### src/rtl/ow_walk_pkg.sv
package ow_walk_pkg;

    typedef enum logic [2:0] {
        WS_IDLE = 3'd0,
        WS_RST  = 3'd1,
        WS_CMD  = 3'd2,
        WS_NIB  = 3'd3,
        WS_FIN  = 3'd4
    } walk_st_e;

endpackage

### src/rtl/ow_crc_nib.sv
// Advances a reflected CRC-8 by four data bits, least significant bit first.
module ow_crc_nib #(
    parameter logic [7:0] POLY = 8'h8C
) (
    input  logic [7:0] crc_in,
    input  logic [3:0] bits_in,
    output logic [7:0] crc_out
);
    logic [7:0] acc;
    logic       fb;

    always_comb begin
        acc = crc_in;
        fb  = 1'b0;
        for (int j = 0; j < 4; j++) begin
            fb  = acc[0] ^ bits_in[j];
            acc = acc >> 1;
            if (fb) acc = acc ^ POLY;
        end
        crc_out = acc;
    end
endmodule

### src/rtl/ow_dir_gen.sv
// Builds the four direction bits for one nibble from the previous code.
module ow_dir_gen #(
    parameter int NIB_W = 4,
    parameter int PW    = 7
) (
    input  logic [NIB_W-1:0] nib_idx,
    input  logic [3:0]       prev_bits,
    input  logic [PW-1:0]    ldisc,
    output logic [3:0]       dir
);
    logic [PW-1:0] pm1;
    logic [PW-3:0] idx_ext;

    always_comb begin
        pm1     = ldisc - PW'(1);
        idx_ext = (PW-2)'(nib_idx);
        dir     = prev_bits;
        if ((ldisc != '0) && (pm1[PW-1:2] == idx_ext)) begin
            dir[pm1[1:0]] = 1'b1;
        end
    end
endmodule

### src/rtl/ow_nib_pick.sv
// Finds the highest position in a nibble where devices disagreed and 0 was taken.
module ow_nib_pick #(
    parameter int NIB_W = 4,
    parameter int PW    = 7
) (
    input  logic [NIB_W-1:0] nib_idx,
    input  logic [3:0]       disc,
    input  logic [3:0]       sel,
    input  logic [PW-1:0]    cand_in,
    output logic [PW-1:0]    cand_out
);
    always_comb begin
        cand_out = cand_in;
        for (int i = 0; i < 4; i++) begin
            if (disc[i] && !sel[i]) begin
                cand_out = PW'({nib_idx, 2'(i)}) + PW'(1);
            end
        end
    end
endmodule

### src/rtl/ow_rom_walker.sv
module ow_rom_walker
    import ow_walk_pkg::*;
#(
    parameter int          ROM_BITS   = 64,
    parameter logic [7:0]  SEARCH_CMD = 8'hF0,
    parameter logic [7:0]  CRC_POLY   = 8'h8C
) (
    input  logic                clk,
    input  logic                rst_n,
    input  logic                start,
    input  logic                new_search,
    output logic                bus_rst_req,
    input  logic                bus_rst_done,
    input  logic                bus_presence,
    output logic                xfer_req,
    output logic [7:0]          xfer_wdata,
    input  logic                xfer_done,
    input  logic [7:0]          xfer_rdata,
    output logic                accel_en,
    output logic [ROM_BITS-1:0] rom_code,
    output logic                found,
    output logic                done,
    output logic                last_device
);
    localparam int NIBS     = ROM_BITS / 4;
    localparam int NIB_W    = $clog2(NIBS);
    localparam int PW       = $clog2(ROM_BITS + 1);
    localparam int CRC_NIBS = NIBS - 2;

    typedef struct packed {
        walk_st_e            st;
        logic [NIB_W-1:0]    nib;
        logic [ROM_BITS-1:0] rom;
        logic [7:0]          crc;
        logic [PW-1:0]       cand;
        logic [PW-1:0]       ldisc;
        logic                ldev;
        logic                found;
        logic                done;
        logic                rreq;
        logic                xreq;
        logic                accel;
        logic [7:0]          wdata;
    } regs_t;

    regs_t q_q, q_d;

    logic [NIB_W-1:0] dir_idx;
    logic [3:0]       dir_bits;
    logic [7:0]       crc_nx;
    logic [PW-1:0]    cand_nx;
    logic             pass_ok;

    assign dir_idx = (q_q.st == WS_CMD) ? '0 : q_q.nib + 1'b1;

    ow_dir_gen #(.NIB_W(NIB_W), .PW(PW)) u_dir (
        .nib_idx   (dir_idx),
        .prev_bits (q_q.rom[dir_idx*4 +: 4]),
        .ldisc     (q_q.ldisc),
        .dir       (dir_bits)
    );

    ow_crc_nib #(.POLY(CRC_POLY)) u_crc (
        .crc_in  (q_q.crc),
        .bits_in (xfer_rdata[7:4]),
        .crc_out (crc_nx)
    );

    ow_nib_pick #(.NIB_W(NIB_W), .PW(PW)) u_pick (
        .nib_idx  (q_q.nib),
        .disc     (xfer_rdata[3:0]),
        .sel      (xfer_rdata[7:4]),
        .cand_in  (q_q.cand),
        .cand_out (cand_nx)
    );

    assign pass_ok = (q_q.crc == q_q.rom[ROM_BITS-1 -: 8]) && (q_q.rom[7:0] != 8'h00);

    always_comb begin
        q_d      = q_q;
        q_d.done = 1'b0;
        q_d.rreq = 1'b0;
        q_d.xreq = 1'b0;
        case (q_q.st)
            WS_IDLE: begin
                if (start) begin
                    q_d.found = 1'b0;
                    if (new_search) begin
                        q_d.rom   = '0;
                        q_d.ldisc = '0;
                        q_d.ldev  = 1'b0;
                    end
                    if (q_q.ldev && !new_search) begin
                        q_d.ldisc = '0;
                        q_d.ldev  = 1'b0;
                        q_d.done  = 1'b1;
                    end else begin
                        q_d.rreq = 1'b1;
                        q_d.st   = WS_RST;
                        q_d.cand = '0;
                        q_d.crc  = 8'h00;
                        q_d.nib  = '0;
                    end
                end
            end
            WS_RST: begin
                if (bus_rst_done) begin
                    if (bus_presence) begin
                        q_d.xreq  = 1'b1;
                        q_d.wdata = SEARCH_CMD;
                        q_d.st    = WS_CMD;
                    end else begin
                        q_d.ldisc = '0;
                        q_d.ldev  = 1'b0;
                        q_d.done  = 1'b1;
                        q_d.st    = WS_IDLE;
                    end
                end
            end
            WS_CMD: begin
                if (xfer_done) begin
                    q_d.accel = 1'b1;
                    q_d.xreq  = 1'b1;
                    q_d.wdata = {4'h0, dir_bits};
                    q_d.st    = WS_NIB;
                end
            end
            WS_NIB: begin
                if (xfer_done) begin
                    q_d.rom[q_q.nib*4 +: 4] = xfer_rdata[7:4];
                    q_d.cand = cand_nx;
                    if (q_q.nib < NIB_W'(CRC_NIBS)) q_d.crc = crc_nx;
                    if (q_q.nib == NIB_W'(NIBS - 1)) begin
                        q_d.accel = 1'b0;
                        q_d.st    = WS_FIN;
                    end else begin
                        q_d.nib   = q_q.nib + 1'b1;
                        q_d.xreq  = 1'b1;
                        q_d.wdata = {4'h0, dir_bits};
                    end
                end
            end
            WS_FIN: begin
                q_d.done = 1'b1;
                q_d.st   = WS_IDLE;
                if (pass_ok) begin
                    q_d.found = 1'b1;
                    q_d.ldisc = q_q.cand;
                    q_d.ldev  = (q_q.cand == '0);
                end else begin
                    q_d.ldisc = '0;
                    q_d.ldev  = 1'b0;
                end
            end
            default: q_d.st = WS_IDLE;
        endcase
    end

    always_ff @(posedge clk) begin
        if (!rst_n) q_q <= '0;
        else        q_q <= q_d;
    end

    assign bus_rst_req = q_q.rreq;
    assign xfer_req    = q_q.xreq;
    assign xfer_wdata  = q_q.wdata;
    assign accel_en    = q_q.accel;
    assign rom_code    = q_q.rom;
    assign found       = q_q.found;
    assign done        = q_q.done;
    assign last_device = q_q.ldev;

    AST_RST_REQ_PULSE: assert property (@(posedge clk) disable iff (!rst_n)
        bus_rst_req |=> !bus_rst_req);
    AST_ACCEL_OFF_AT_DONE: assert property (@(posedge clk) disable iff (!rst_n)
        done |-> !accel_en);
    AST_NO_REQ_OVERLAP: assert property (@(posedge clk) disable iff (!rst_n)
        $onehot0({bus_rst_req, xfer_req}));
    AST_XFER_REQ_PULSE: assert property (@(posedge clk) disable iff (!rst_n)
        xfer_req |=> !xfer_req);
    AST_LAST_NEEDS_FOUND: assert property (@(posedge clk) disable iff (!rst_n)
        $rose(last_device) |-> found);
    AST_FAMILY_NONZERO: assert property (@(posedge clk) disable iff (!rst_n)
        found |-> (rom_code[7:0] != 8'h00));
    AST_FOUND_WITH_DONE: assert property (@(posedge clk) disable iff (!rst_n)
        $rose(found) |-> done);
    AST_DONE_PULSE: assert property (@(posedge clk) disable iff (!rst_n)
        done |=> !done);

endmodule

### config.mk
export PLATFORM = sky130hd
export DESIGN_NAME = ow_rom_walker
export DESIGN_NICKNAME = d
export VERILOG_FILES = /design/src/rtl/ow_walk_pkg.sv /design/src/rtl/ow_crc_nib.sv /design/src/rtl/ow_dir_gen.sv /design/src/rtl/ow_nib_pick.sv /design/src/rtl/ow_rom_walker.sv
export SDC_FILE = /design/constraint.sdc
export NUM_CORES = 1
export LEC_CHECK = 0
export BUFFER_PORTS_ARGS = -buffer_cell sky130_fd_sc_hd__buf_2
export CELL_PAD_IN_SITES_DETAIL_PLACEMENT = 1
export CELL_PAD_IN_SITES_GLOBAL_PLACEMENT = 1
export CORE_MARGIN = 2
export CORE_UTILIZATION = 46
export CTS_CLUSTER_DIAMETER = 60
export DETAILED_ROUTE_END_ITERATION = 10
export PLACE_DENSITY = 0.9
export SLEW_MARGIN = 30
export SYNTH_ARGS = -nofsm -noshare
export SYNTH_HDL_FRONTEND = slang
export SYNTH_HIERARCHICAL = 1
export SYNTH_SLANG_ARGS = --single-unit
export TNS_END_PERCENT = 5
### constraint.sdc
create_clock -name clk -period 7.67 [get_ports clk]
set_clock_uncertainty 0.05 [all_clocks]
set_input_delay 1.534 -clock clk [delete_from_list [all_inputs] [get_ports clk]]
set_output_delay 1.534 -clock clk [all_outputs]
set_load 0.05 [all_outputs]
==> results of run 1 <==
## kinds of logic (layout without fill, tap and decap cells)
| group | Yosys count | in the layout | synth area share, % |
|---|---|---|---|
| simple gates | 249 | 249 | 21.1 |
| compound gates | 207 | 207 | 23.8 |
| buf+inv | 123 | 127 | 12.8 |
| flops | 104 | 104 | 34.5 |
| xor+xnor | 24 | 24 | 4.77 |
| mux | 11 | 11 | 2.26 |
| fa+ha+maj | 4 | 4 | 0.829 |
## final cells by class
cell class                 instances  area share, %
clock inverter                     5          0.889
tap                              172           3.40
sequential                       104           32.9
inverter                          16           1.03
clock buffer                      10           3.62
multi-input combinational        495           50.4
timing repair buffer              96           7.79
## flip-flops by register name (all words and copies together) (netlist names)
register	flops
done	1
xfer_req	1
bus_rst_req	1
found	1
last_device	1
xfer_wdata	5
rom_code	64
accel_en	1
q_q	29
## metrics by stage
step,setup slack [ns],hold WS [ns]
detailed placement,3.87,0.400
finish,3.77,0.404
CTS,3.84,0.410
global placement,4.07,0.389
global route,3.46,0.440
floorplan,4.90,0.382
## power by group through the flow
stage,Sequential [W],Combinational [W],Clock (W)
2_1_floorplan,0.000557,0.0000692,0
3_3_place_gp,0.000558,0.0000899,0
3_5_place_dp,0.000558,0.0000927,0
4_1_cts,0.000545,0.0000935,0.000467
5_1_grt,0.000546,0.000102,0.000487
6_report,0.000546,0.0000955,0.000462
## metal layers
metal / vias up / track usage, %
li1: 2584 / -
met2: 284 / 46.7
met4: 0 / 11.6
met5: - / 0
met1: 2842 / 37.6
met3: 45 / 5.98
## worst register-to-register path: stages, from the launching register on
cell and delay (ns):
dfxtp_1 0.32, buf_4 0.31, inv_2 0.21, ha_1 0.92, nand2_1 0.29, nor3_1 0.86
nand2_1 0.29, a21oi_1 0.38, o22ai_1 0.15
## cells in the final DEF, fill, tap and decap left out, types with 5 or more instances in the layout
cell type and n:
a2111oi_0 6, a21oi_1 47, a22oi_1 20, a31oi_1 5
a32o_1 12, and2_1 9, and3_1 5, buf_2 91
buf_4 5, clkbuf_16 9, dfxtp_1 104, inv_1 14
mux2i_1 8, nand2_1 94, nand2b_1 8, nand3_1 25
nor2_1 46, nor2b_1 10, nor3_1 13, nor4_1 8
o211ai_1 8, o21ai_0 12, o221ai_1 5, o22ai_1 47
o2bb2ai_1 6, xnor2_1 13, xor2_1 5
## worst paths after layout
| check | start | to | slack, ns | cells after the start |
|---|---|---|---|---|
| min | xfer_wdata[3] | xfer_wdata[3] | 0.40 | 2 |
| max | q_q[100] | rom_code[52] | 3.77 | 8 |
| max reg2reg | q_q[100] | rom_code[52] | 3.77 | 8 |
| min reg2reg | xfer_wdata[3] | xfer_wdata[3] | 0.40 | 2 |
==> results_dict.tcl, run 1 <==
set metrics [dict create \
    outcome "finished clean" \
    multiInputGateArea_um2 3190 \
    slew_viol_final 0 \
    wl_met2_um 9650 \
    finish.instance_area_um2 6330 \
    cts_resized 0 \
    syn_nets 741 \
    die_w_um 119 \
    final_cell_count_no_fill 898 \
    htreeDepth 3 \
    cts_sinks 104 \
    synthFlopType "dfxtp_1" \
    p_sw_w 0.000281 \
    cts_tree "yes" \
    grt_pass1_vias 5787 \
    dpl_cell_area_um2 6040 \
    p_int_w 0.000823 \
    cts_setup_buffers 0 \
    nets 741 \
    top_layer_used "met4" \
    grt_max_degree 69 \
    cp_slowest_cell "ha_1" \
    pin_count 93 \
    hold_class "reg2reg" \
    dp_hpwl_um 15000 \
    timing.critical_path.mode_cell "nand2_1" \
    synth_top_area_cell "dfxtp_1" \
    tightest_slew_ns 1.04 \
    rows 41 \
    io_buffers 92 \
    fin_util_pct 49.8 \
    drt_first_pass_iters 5 \
    yosysTopAreaCellShare_pct 34.5 \
    coreArea_um2 12700 \
    routed_wl_um 20400 \
    clk_pin_slew_ns 0.07 \
    finalWeightedCongestion 0.947 \
    grt_antenna_before_repair 0 \
    ys_ff_latch 104 \
    cp_max_fo 28 \
    vias 5755 \
    synthDistinctLibCells 76 \
    yosysMostFrequentCell "dfxtp_1" \
    start_kind "flip-flop" \
    grt.total_usage_pct 28.9 \
    total_power_w 0.00110 \
    setup-violations-final 0 \
    critPathTopFamily "simple AND/OR/NAND/NOR gates" \
    switching_share_pct 25.4 \
    drt-met1-wl_um 8690 \
    power.share.clock_pct 41.9 \
    place_inst 883 \
    grt_pass1_wl_um 31900 \
    wl_per_cell_um 22.8 \
    period_share_pct 50.8 \
    ant_nets 0 \
    cp_cell_sequence "buf_4, inv_2, ha_1, nand2_1, nor3_1, nand2_1, a21oi_1, o22ai_1" \
    synth_commonest_cells "dfxtp_1, nand2_1, buf_4" \
    syn_area_um2 6040 \
    diodes 0 \
    power_leakage_nw 2.51 \
    cp_data_required_time_ns 7.86 \
    critPathMaxStageDelay_ns 0.92 \
    peakVddDrop_mv 0.105 \
    synthCells 722 \
    clockBufferDepth 2 \
    syn_avg_cell_area_um2 8.36 \
    ys_warn_count 6 \
    ff_latch_area_um2 2080 \
    drive_gt1_share_pct 19.0 \
    start_util_pct 47.5 \
    clock_latency_ns 0.37 \
    critPathKind "reg2reg" \
    setup_tns_ns 0 \
    syn_to_final_growth_pct 4.87 \
    overflow 0 \
    relSlewSlack_pct 30.3 \
    synthArstFlopShare_pct 0 \
    cts_buffers 9 \
    dieArea_um2 14100 \
    hold_viol 0 \
    seqPwrFrac_pct 49.5 \
    power_density_nw_per_um2 174 \
    clockRootBuffer "clkbuf_16" \
    maxCapViolCount 0 \
    synthTopCellsByArea "dfxtp_1, buf_4, nand2_1, o22ai_1, a21oi_1" \
    worstSetupEndpointType "flip-flop" \
    timing.fmax_ghz 0.257 \
    avgViaCountPerCell 6.41 \
    die_h_um 119 \
    drt_iter0_drc 633 \
    synth_edf_count 0 \
    fin_crit_ns 3.90 \
    cp_num_buf_inv 2 \
    dr_wl_met3_um 1540 \
    combPwrFrac_pct 8.7 \
    arrival_ns 4.08 \
    synth-seq-area-share_pct 34.5 \
    ctsHoldBuffers 0 \
    fillers 1584 \
    drc 0 \
    rsz0062_at_grt "no" \
]
No activity file was read; power rests on OpenSTA's default activity.
==> run 2, diff against run 1 <==
--- a/config.mk
+++ b/config.mk
@@ -9,10 +9,10 @@
 export CELL_PAD_IN_SITES_DETAIL_PLACEMENT = 1
 export CELL_PAD_IN_SITES_GLOBAL_PLACEMENT = 1
 export CORE_MARGIN = 2
-export CORE_UTILIZATION = 46
+export CORE_UTILIZATION = 39
 export CTS_CLUSTER_DIAMETER = 60
 export DETAILED_ROUTE_END_ITERATION = 10
-export PLACE_DENSITY = 0.9
+export PLACE_DENSITY = 0.82
 export SLEW_MARGIN = 30
 export SYNTH_ARGS = -nofsm -noshare
 export SYNTH_HDL_FRONTEND = slang
==> constraint.sdc (replaced) <==
create_clock -name clk -period 3.46 [get_ports clk]
set_clock_uncertainty 0.05 [all_clocks]
set_input_delay 0.692 -clock clk [delete_from_list [all_inputs] [get_ports clk]]
set_output_delay 0.692 -clock clk [all_outputs]
set_load 0.05 [all_outputs]
==> results_dict.tcl, run 2 (synthesized netlist as in run 1, its figures left out) <==
set metrics [dict create \
    drt_first_pass_iters 5 \
    grt.total_usage_pct 25.4 \
    min_to "xfer_wdata[1]" \
    grt_pass1_vias 5638 \
    ant_nets 0 \
    fin_crit_ns 3.08 \
    start_util_pct 39.9 \
    p_int_w 0.00184 \
    rows 45 \
    switching_share_pct 26.7 \
    p_sw_w 0.000671 \
    cts_sinks 104 \
    whs_path_depth 2 \
    start_kind "flip-flop" \
    clockRootBuffer "clkbuf_16" \
    grt_max_degree 53 \
    die_h_um 128 \
    period_share_pct 89.1 \
    clock_latency_ns 0.37 \
    avgViaCountPerCell 6.13 \
    diodes 0 \
    dp_hpwl_um 15500 \
    rsz0062_at_grt "no" \
    clockBufferDepth 2 \
    outcome "finished clean" \
    r2r_cells 11 \
    overflow 0 \
    maxCapViolCount 0 \
    timing.fmax_ghz 0.325 \
    vias 5684 \
    combPwrFrac_pct 8.6 \
    peakVddDrop_mv 0.222 \
    largest_register_ffs 64 \
    cts_buffers 9 \
    hold_class "reg2reg" \
    grt_antenna_before_repair 0 \
    routed_wl_um 20800 \
    relSlewSlack_pct 50.1 \
    wl_per_cell_um 22.4 \
    syn_to_final_growth_pct 7.11 \
    fin_util_pct 42.7 \
    pre_cts_slack_ns 0.467 \
    hold_viol 0 \
    power_leakage_nw 2.58 \
    cts_tree "yes" \
    cts_setup_buffers 0 \
    die_w_um 128 \
    tightest_slew_ns 0.729 \
    nets 753 \
    cp_data_required_time_ns 3.65 \
    coreArea_um2 15100 \
    final_cell_mix "dfxtp_1, nand2_1, buf_2" \
    rrSetupSlack_ns 0.38 \
    setup-violations-final 0 \
    drive_gt1_share_pct 20.4 \
    cts_resized 0 \
    worstReg2RegStart "q_q[101]" \
    pin_count 93 \
    worst_slack_ns 0.379 \
    ctsHoldBuffers 0 \
    setup_tns_ns 0 \
    hold_ws_ns 0.416 \
    reg2reg_to "xfer_wdata[2]" \
    critPathKind "reg2reg" \
    worstSetupEndpointType "flip-flop" \
    drt_iter0_drc 545 \
    io_buffers 92 \
    power_density_nw_per_um2 389 \
    mostFrequentLayoutCell "dfxtp_1" \
    power.share.clock_pct 43.4 \
    clk_pin_slew_ns 0.08 \
    htreeDepth 3 \
    min-delay-start "xfer_wdata[1]" \
    slew_viol_final 0 \
    grt_pass1_wl_um 32300 \
    arrival_ns 3.27 \
    dieArea_um2 16500 \
    drc 0 \
    cp_max_fo 17 \
    seqPwrFrac_pct 48.0 \
    finalWeightedCongestion 0.933 \
]
-- run 2: changes by cell type in the layout (fill, tap and decap cells not counted), sizes merged --
cell | before | now
clkinvlp | 1 | 2
clkbuf | 10 | 9
inv | 17 | 18
buf | 96 | 108
-- run 2: worst max-delay path: stages, from the launching register on --
cell	delay (ns)
dfxtp_1	0.58
inv_1	0.09
ha_1	0.53
buf_4	0.30
nor2b_1	0.07
a2111oi_0	0.45
nor4_1	0.16
o221ai_1	0.21
nand3_1	0.10
a41o_1	0.22
o211ai_1	0.09
a21oi_1	0.10
-- run 2: final cells by class --
type                            instances  area, um2
Tap cell                              188        235
Multi-Input combinational cell        495       3190
Fill cell                            1829       8680
Inverter                               16       65.1
Clock inverter                          7       90.1
Timing Repair Buffer                  108        581
Sequential cell                       104       2080
Clock buffer                            9        225
-- run 2: how the worst max path moves through the flow --
stage               cells past startpoint             to  slack [ns]      from
CTS                                    11  xfer_wdata[2]        0.42  q_q[101]
detailed placement                     11  xfer_wdata[2]        0.47  q_q[101]
global placement                       11  xfer_wdata[0]        0.50  q_q[100]
global route                           11  xfer_wdata[2]        0.15  q_q[101]
floorplan                              12  xfer_wdata[0]        0.74  q_q[100]
finish                                 11  xfer_wdata[2]        0.38  q_q[101]
-- run 2: through the flow --
stage | total power [W] | instances | cell area [um2]
floorplan | 0.00139 | 722 | 6040
global placement | 0.00144 | 911 | 6150
detailed placement | 0.00145 | 911 | 6150
CTS | 0.00252 | 927 | 6460
global route | 0.00259 | 927 | 6470
finish | 0.00252 | 927 | 6470
-- run 2: metal layers --
metal  track usage [%]  wire [um]  vias up
met5                 0          0        -
met4              9.83        547        0
met3              3.08       1100       38
met2              41.1       9740      220
met1              34.6       9410     2827
li1                  -          -     2599
-- run 2: power by group through the flow --
stage / Sequential [W] / Combinational, W / Clock (W)
after floorplan: 0.00124 / 0.000153 / 0
after global routing: 0.00121 / 0.000232 / 0.00115
after global placement: 0.00124 / 0.000204 / 0
final: 0.00121 / 0.000216 / 0.00109
after CTS: 0.00121 / 0.000214 / 0.00110
after detailed placement: 0.00124 / 0.000212 / 0
==> run 3, diff against run 2 <==
--- a/config.mk
+++ b/config.mk
@@ -6,13 +6,16 @@
 export NUM_CORES = 1
 export LEC_CHECK = 0
 export BUFFER_PORTS_ARGS = -buffer_cell sky130_fd_sc_hd__buf_2
+export CAP_MARGIN = 20
 export CELL_PAD_IN_SITES_DETAIL_PLACEMENT = 1
 export CELL_PAD_IN_SITES_GLOBAL_PLACEMENT = 1
 export CORE_MARGIN = 2
 export CORE_UTILIZATION = 39
 export CTS_CLUSTER_DIAMETER = 60
 export DETAILED_ROUTE_END_ITERATION = 10
+export MAX_ROUTING_LAYER = met4
 export PLACE_DENSITY = 0.82
+export RECOVER_POWER = 50
 export SLEW_MARGIN = 30
 export SYNTH_ARGS = -nofsm -noshare
 export SYNTH_HDL_FRONTEND = slang
==> results_dict.tcl, run 3 (synthesized netlist as in run 1, its figures left out) <==
set metrics [dict create \
    clock_latency_ns 0.36 \
    timing.fmax_ghz 0.313 \
    arrival_ns 3.35 \
    drt_first_pass_iters 5 \
    hold_ws_ns 0.417 \
    setup-violations-final 0 \
    clockRootBuffer "clkbuf_16" \
    cts_buffers 9 \
    rsz0062_at_grt "no" \
    cts_setup_buffers 0 \
    hold_class "reg2reg" \
    syn_to_final_growth_pct 5.74 \
    setup_tns_ns 0 \
    coreArea_um2 15100 \
    die_w_um 128 \
    dp_hpwl_um 15800 \
    worstReg2RegStart "q_q[101]" \
    mostFrequentLayoutCell "dfxtp_1" \
    drc 0 \
    htreeDepth 3 \
    ant_nets 0 \
    rows 45 \
    largest_register_ffs 64 \
    clockBufferDepth 2 \
    crit_start "q_q[101]" \
    avgViaCountPerCell 6.09 \
    worst_slack_ns 0.265 \
    drive_gt1_share_pct 9.73 \
    cts_tree "yes" \
    power_leakage_nw 2.24 \
    pin_count 93 \
    overflow 0 \
    vias 5648 \
    die_h_um 128 \
    period_share_pct 92.4 \
    slew_viol_final 0 \
    start_util_pct 39.9 \
    clk_pin_slew_ns 0.07 \
    outcome "finished clean" \
    fin_util_pct 42.2 \
    cts_sinks 104 \
    fin_crit_ns 3.20 \
    finalWeightedCongestion 0.924 \
    cp_data_required_time_ns 3.61 \
    critPathKind "reg2reg" \
    fillers 1864 \
    nets 754 \
    final_cell_mix "dfxtp_1, nand2_1, clkbuf_1" \
    cp_slowest_cell "a2111oi_0" \
    grt_antenna_before_repair 0 \
    peakVddDrop_mv 0.231 \
    cp_max_fo 16 \
    critPathMaxStageDelay_ns 0.68 \
    drt_iter0_drc 460 \
    io_buffers 92 \
    relSlewSlack_pct 21.0 \
    diodes 0 \
    grt.total_usage_pct 27.1 \
    grt_pass1_wl_um 33400 \
    power_density_nw_per_um2 400 \
    cp_cell_sequence "inv_1, ha_1, buf_4, a2111oi_0, nor4_1, o221ai_1, nand3_1, a41o_1, o211ai_1, a21oi_1" \
    maxCapViolCount 0 \
    worstSetupEndpointType "flip-flop" \
    dieArea_um2 16500 \
    hold_viol 0 \
    start_kind "flip-flop" \
    min-delay-start "xfer_wdata[1]" \
    routed_wl_um 21300 \
    wl_per_cell_um 22.9 \
    pre_cts_slack_ns 0.283 \
    tightest_slew_ns 1.19 \
    grt_pass1_vias 5717 \
    grt_max_degree 44 \
]
[run 3: cell count changes in the layout (fill, tap and decap cells not counted), sizes merged]
cell    change
clkinv      -1
inv         -2
bufinv      +1
buf        -79
clkbuf     +82
[run 3: timing repair]
item,CTS,global route
resized for setup,0,1
endpoints found under the setup margin,0,7
hold buffers,0,0
endpoints found under the hold margin,0,0
[run 3: path summary, 6_finish.rpt]
path                                       to  slack [ns]  cells past startpoint
worst min register to register  xfer_wdata[1]        0.42                      2
worst min-delay path            xfer_wdata[1]        0.42                      2
worst max register to register  xfer_wdata[2]        0.26                     10
worst max-delay path            xfer_wdata[2]        0.26                     10
[run 3: stage by stage]
stage	std cells	cell area [um2]	power, W
detailed placement	912	6150	0.00145
CTS	928	6480	0.00256
finish	928	6380	0.00255
global route	928	6380	0.00263
global placement	912	6150	0.00144
floorplan	722	6040	0.00139
[run 3: cell type report]
cell class,count,area (um2),area share [%]
clock inverters,5,80.1,1.25
multi-input cells,495,3190,50.0
flip-flops and latches,104,2080,32.6
clock buffers,11,243,3.80
repair buffers,109,485,7.60
well taps,188,235,3.68
inverters,16,65.1,1.02
[run 3: worst max-delay path: cells and delay by family (launching register included)]
kind / cells / cell delay, ns
adders and majority gates: 1 / 0.51
AOI/OAI and AO/OA: 5 / 1.30
DFF: 1 / 0.55
buffers and inverters: 2 / 0.36
and+or+nand+nor: 2 / 0.27
[run 3: where the power goes]
group | leakage (nW) | internal, W | switching [W]
logic | 1.25 | 0.0000664 | 0.000148
registers | 0.838 | 0.00120 | 0.00000909
clock network | 0.152 | 0.000653 | 0.000475
[run 3: metal layers]
metal / up-vias / routed length [um] / global-route usage, % / share of wire [%]
li1: 2595 / - / - / -
met1: 2773 / 9700 / 36.0 / 46
met2: 230 / 9620 / 41.8 / 45
met3: 50 / 1410 / 5.11 / 6.6
met4: 0 / 539 / 8.27 / 2.5
met5: - / 0 / - / 0
